<file path="src/rtl/span_alloc_pkg.sv">
package span_alloc_pkg;
  typedef enum logic [1:0] {
    RES_OK      = 2'd0,
    RES_NOBUF   = 2'd1,
    RES_TOOLONG = 2'd2
  } alloc_res_e;
endpackage

</file>
<file path="src/rtl/span_need_calc.sv">
module span_need_calc #(
  parameter int TOTAL_BYTES = 4096,
  parameter int NUM_BANKS   = 4,
  parameter int LEN_W       = 16,
  parameter int CNT_W       = 3
) (
  input  logic [LEN_W-1:0] len,
  output logic [CNT_W-1:0] need,
  output logic             too_long
);
  localparam int BANK_BYTES = TOTAL_BYTES / NUM_BANKS;

  // a bank k is needed when the length reaches past k full banks
  always_comb begin
    need = '0;
    for (int k = 0; k < NUM_BANKS; k++) begin
      if (len > LEN_W'(k * BANK_BYTES)) need = need + CNT_W'(1);
    end
    too_long = (len > LEN_W'(TOTAL_BYTES));
  end
endmodule

</file>
<file path="src/rtl/span_first_fit.sv">
module span_first_fit #(
  parameter int NUM_BANKS = 4,
  parameter int CNT_W     = 3,
  parameter int IDX_W     = 2
) (
  input  logic [NUM_BANKS-1:0] busy,
  input  logic [CNT_W-1:0]     need,
  output logic                 found,
  output logic [NUM_BANKS-1:0] mask,
  output logic [IDX_W-1:0]     start
);
  logic [NUM_BANKS-1:0] win [NUM_BANKS];
  logic [NUM_BANKS-1:0] fit;

  for (genvar s = 0; s < NUM_BANKS; s++) begin : g_start
    always_comb begin
      for (int b = 0; b < NUM_BANKS; b++) begin
        win[s][b] = (b >= s) && (b < s + int'(need));
      end
      fit[s] = (need != '0) && (s + int'(need) <= NUM_BANKS) &&
               ((win[s] & busy) == '0);
    end
  end

  // walk downward so the lowest fitting start is the last one written
  always_comb begin
    found = 1'b0;
    mask  = '0;
    start = '0;
    for (int s = NUM_BANKS - 1; s >= 0; s--) begin
      if (fit[s]) begin
        found = 1'b1;
        mask  = win[s];
        start = IDX_W'(s);
      end
    end
  end
endmodule

</file>
<file path="src/rtl/span_bank_alloc.sv">
module span_bank_alloc
  import span_alloc_pkg::*;
#(
  parameter int TOTAL_BYTES = 4096,
  parameter int NUM_BANKS   = 4,
  parameter int LEN_W       = 16,
  parameter int OFF_W       = $clog2(TOTAL_BYTES)
) (
  input  logic                 clk,
  input  logic                 rst_n,
  input  logic                 alloc_valid,
  output logic                 alloc_ready,
  input  logic [LEN_W-1:0]     alloc_len,
  input  logic                 free_valid,
  input  logic [NUM_BANKS-1:0] free_mask,
  output logic                 rsp_valid,
  input  logic                 rsp_ready,
  output logic [NUM_BANKS-1:0] rsp_mask,
  output logic [OFF_W-1:0]     rsp_offset,
  output logic [1:0]           rsp_err,
  output logic [NUM_BANKS-1:0] busy_map
);
  localparam int BANK_BYTES = TOTAL_BYTES / NUM_BANKS;
  localparam int CNT_W      = $clog2(NUM_BANKS + 1);
  localparam int IDX_W      = (NUM_BANKS > 1) ? $clog2(NUM_BANKS) : 1;

  logic [NUM_BANKS-1:0] busy_q, busy_d, busy_freed;
  logic                 rv_q, rv_d;
  logic [NUM_BANKS-1:0] rmask_q, rmask_d;
  logic [OFF_W-1:0]     roff_q, roff_d;
  alloc_res_e           rerr_q, rerr_d;
  logic                 fire;
  logic [CNT_W-1:0]     need;
  logic                 too_long, found;
  logic [NUM_BANKS-1:0] fit_mask;
  logic [IDX_W-1:0]     fit_start;

  assign alloc_ready = ~rv_q | rsp_ready;
  assign fire        = alloc_valid & alloc_ready;
  assign busy_freed  = busy_q & ~(free_valid ? free_mask : '0);

  span_need_calc #(
    .TOTAL_BYTES(TOTAL_BYTES), .NUM_BANKS(NUM_BANKS),
    .LEN_W(LEN_W), .CNT_W(CNT_W)
  ) u_need (
    .len(alloc_len), .need(need), .too_long(too_long)
  );

  span_first_fit #(
    .NUM_BANKS(NUM_BANKS), .CNT_W(CNT_W), .IDX_W(IDX_W)
  ) u_fit (
    .busy(busy_freed), .need(need), .found(found),
    .mask(fit_mask), .start(fit_start)
  );

  // next-state: frees land before the grant is searched
  always_comb begin
    busy_d  = busy_freed;
    rv_d    = rv_q & ~rsp_ready;
    rmask_d = rmask_q;
    roff_d  = roff_q;
    rerr_d  = rerr_q;
    if (fire) begin
      rv_d    = 1'b1;
      rmask_d = '0;
      roff_d  = '0;
      if (too_long) begin
        rerr_d = RES_TOOLONG;
      end else if (need == '0) begin
        rerr_d = RES_OK;
      end else if (found) begin
        rerr_d  = RES_OK;
        rmask_d = fit_mask;
        roff_d  = OFF_W'(int'(fit_start) * BANK_BYTES);
        busy_d  = busy_freed | fit_mask;
      end else begin
        rerr_d = RES_NOBUF;
      end
    end
  end

  always_ff @(posedge clk or negedge rst_n) begin
    if (!rst_n) begin
      busy_q <= '0;
      rv_q   <= 1'b0;
    end else begin
      busy_q <= busy_d;
      rv_q   <= rv_d;
    end
  end

  always_ff @(posedge clk or negedge rst_n) begin
    if (!rst_n) begin
      rmask_q <= '0;
      roff_q  <= '0;
      rerr_q  <= RES_OK;
    end else if (fire) begin
      rmask_q <= rmask_d;
      roff_q  <= roff_d;
      rerr_q  <= rerr_d;
    end
  end

  assign rsp_valid  = rv_q;
  assign rsp_mask   = rmask_q;
  assign rsp_offset = roff_q;
  assign rsp_err    = rerr_q;
  assign busy_map   = busy_q;
endmodule

</file>
<file path="config.mk">
export PLATFORM = sky130hd
export DESIGN_NAME = span_bank_alloc
export DESIGN_NICKNAME = d
export VERILOG_FILES = /design/src/rtl/span_alloc_pkg.sv /design/src/rtl/span_need_calc.sv /design/src/rtl/span_first_fit.sv /design/src/rtl/span_bank_alloc.sv
export SDC_FILE = /design/constraint.sdc
export NUM_CORES = 1
export LEC_CHECK = 0
export BUFFER_PORTS_ARGS = -buffer_cell sky130_fd_sc_hd__buf_4
export CORE_ASPECT_RATIO = 1.1
export CORE_UTILIZATION = 50
export DETAILED_ROUTE_END_ITERATION = 10
export PLACE_DENSITY = 0.8
export SKIP_CTS_REPAIR_TIMING = 1
export SYNTH_ARGS = -nofsm -noshare
export SYNTH_HDL_FRONTEND = slang
export SYNTH_SLANG_ARGS = --single-unit
</file>
<file path="constraint.sdc">
create_clock -name clk -period 2.85 [get_ports clk]
set_input_delay 0.1425 -clock clk [delete_from_list [all_inputs] [get_ports clk]]
set_output_delay 0.1425 -clock clk [all_outputs]
set_load 0.05 [all_outputs]
</file>
==> results.py <==
metrics = {
    "cts": {
        "cts_buffers": 3,
        "cts_tree": "built",
        "cts_max_level": 1,
        "root_buffer": "clkbuf_4",
        "clkLatencyLatePin_ps": 290,
        "clk_pin_slew_worst_paths_ps": 70,
        "clock-sinks": 13,
        "cts_max_path_buffers": 2,
    },
    "sta": {
        "slew_headroom_pct": 65.6,
        "maxSlewViolCount": 0,
        "tns_ps": -11610,
        "min_period_ps": 3970,
        "hold_violations": 0,
        "setup_ws_ps": -1120,
        "rsz0062_at_grt": "true",
        "clock_skew_ps": 1.70,
        "setup_viol": 11,
        "fmax_ghz": 0.252,
        "post-route-period-util_pct": 139,
        "worst_pin_slew_ps": 512,
    },
    "grt": {
        "antenna_found_initial": 0,
        "globalRouteTotalUtil_pct": 30.3,
        "grt_start_max_net_pins": 14,
        "grt_pass1_wl_mm": 7.02,
        "grt_pass1_vias": 1605,
        "overflow": 0,
    },
    "logic_synthesis": {
        "synth.distinct_cells": 59,
        "synthAdderAreaFrac_pct": 11.4,
        "yosys.area_share.simple_pct": 21.8,
        "ys_ff_latch": 13,
        "ys_async_sr_fraction_pct": 100,
        "synth_edf_count": 0,
        "synth_mux_area_share_pct": 1.49,
        "synth_compound_area_share_pct": 30.6,
        "syn-cell-area_sq_mm": 0.00143,
        "ys_warn_count": 0,
        "synth_top_family_by_area": "compound AO/OA/AOI/OAI gates",
        "synthXorXnorAreaFrac_pct": 3.16,
        "seq_area_frac_synth_pct": 22.8,
        "synthCells": 162,
        "synth.avg_cell_area_sq_um": 8.81,
        "synth_ff_type": "dfrtp_1",
    },
    "worst_setup_path": {
        "crit_type": "in -> reg",
        "required_ps": 3030,
        "crit_fanout": 5,
        "cp_num_buf_inv": 3,
        "crit_path_end_kind": "register",
        "worstPathArrival_ps": 4140,
        "cp_cell_sequence": "buf_6 -> or4_4 -> o31a_1 -> nor3_2 -> inv_1 -> ha_4 -> xnor2_2 -> ha_1 -> mux2_4 -> inv_4 -> ha_4 -> nand3_2 -> or4_4 -> a221oi_2 -> a31oi_2 -> a211o_1 -> and2_4 -> a32o_1",
        "startpoint_type": "input port",
        "cpPeakStageDelay_ps": 550,
        "critPathTopFamily": "simple AND/OR/NAND/NOR gates",
        "cp_slowest_cell": "or4_4",
    },
    "die": {
        "die_y_um": 58.0,
        "fp.coreArea_sq_mm": 0.00259,
        "die_x_um": 52.9,
        "die-area_sq_mm": 0.00307,
        "io_pins": 49,
        "initial_core_util_pct": 55.1,
        "rows": 19,
    },
    "route": {
        "drt.antenna.violating_nets": 0,
        "drtPass1Iterations": 4,
        "avgRoutedWirePerCell_um": 18.3,
        "num_vias": 1726,
        "wirelength_mm": 5.22,
        "drc_errors": 0,
        "vias_per_cell": 6.06,
        "drtIter0Drc": 97,
    },
    "final_layout": {
        "drive_above_1_share_pct": 51.2,
        "final_cell_mix": "buf_4 (87), nand2_1 (16), dfrtp_1 (13)",
        "area_growth_pct": 61.6,
        "nNetsFinal": 293,
        "final_common_cell": "buf_4",
        "diodes": 0,
    },
    "run_status": {
        "violations": "negative setup slack",
        "outcome": "finished with violations",
    },
    "pwr": {
        "p_per_area_mw_per_mm2": 275,
        "vdd.ir_drop.worst_mv": 0.355,
        "power_mw": 0.635,
        "leakage_nw": 1.07,
    },
    "placement": {
        "gp_congestion": 0.900,
        "portBuffers": 38,
        "place_hpwl_mm": 3.52,
    },
    "job": {
        "maxCapViolations": 0,
    },
    "min_path": {
        "hold_path_class": "in -> reg",
    },
}
## path summary, 6_finish.rpt
path	startpoint	end	slack [ps]	cells past startpoint
hold / removal	alloc_valid	rsp_valid	80	2
setup reg to reg	rsp_valid	busy_map[1]	260	7
hold reg to reg	rsp_offset[10]	rsp_offset[10]	530	1
setup / recovery	alloc_len[3]	rsp_err[0]	-1120	18
min in group asynchronous	rst_n	rsp_mask[0]	240	2
max in group asynchronous	rst_n	rsp_offset[11]	2450	2
## registers in the layout (all words and copies together) (netlist names)
| register | flops |
|---|---|
| busy_map | 4 |
| rsp_mask | 4 |
| rsp_err | 2 |
| rsp_offset | 2 |
| rsp_valid | 1 |
## per-layer routing
metal  global-route usage (%)  part of all wire, %  vias to the layer above
met5                        0                    0                        -
met4                     15.4                  6.0                        0
met3                     2.10                  5.3                       29
met2                     55.0                   51                       99
met1                     34.7                   37                      819
li1                         -                    -                      779
## metrics by stage
step                      instance area, sq um  cells  setup WS, ps  hold slack, ps  util [%]
after floorplan                           1530    171         -1310            -153         -
after global placement                    2130    276         -1300           -11.8      82.0
after global routing                      2310    285         -1300            65.8      89.0
after detailed placement                  2130    276         -1440           -8.83      82.0
after CTS                                 2150    280         -1160            -306      83.1
final                                     2310    285         -1120            78.6      89.0
## cells in the mapped netlist, drive strengths merged (2+ instances only)
cell     instances  area share (%)
nor3             3             1.1
a21oi           10             3.8
a2111oi          2             2.5
o31a             2             1.2
o21ai           10             3.5
a32o             2             1.4
nor2             8             2.1
dfrtp           13              23
nor4             4             2.8
nand2           18             4.7
nand3            2            0.70
a211oi           2             1.4
o311ai           2             1.2
or2              4             1.8
a221oi           2             1.7
xnor2            3             3.2
nand2b           2            0.88
or4              7             3.9
ha              13              11
o31ai            2             1.1
o22ai            2             1.3
inv              8             2.1
a21boi           6             3.7
buf             11             5.8
## worst register-to-register path, cell delays in order (launching register included)
cell	delay, ps
dfrtp_1	390
nand2b_1	140
nand2_1	210
or4_1	470
a21oi_1	240
a21boi_2	470
or4b_4	530
nand2_1	80
## power by group
group | total, mW | switching (mW) | internal, mW
registers | 0.198 | 0.00537 | 0.192
clock network | 0.116 | 0.0614 | 0.0546
logic | 0.321 | 0.191 | 0.130
total | 0.635 | 0.258 | 0.377
## cell families after synthesis
kind of cell               Yosys count
AOI/OAI and AO/OA                   54
DFF                                 13
adders and majority gates           13
muxes                                2
xor gates and xnor gates             3
other                                1
and+or+nand+nor                     55
buffers and inverters               21
## area by class of cell
class	instances	area [sq um]
multi-input cells	137	1180
inverters	9	41.3
clock buffers	4	26.3
flip-flops and latches	13	325
well taps	31	38.8
fillers	127	284
repair buffers	91	697
Power figures use the tool's default switching activity.
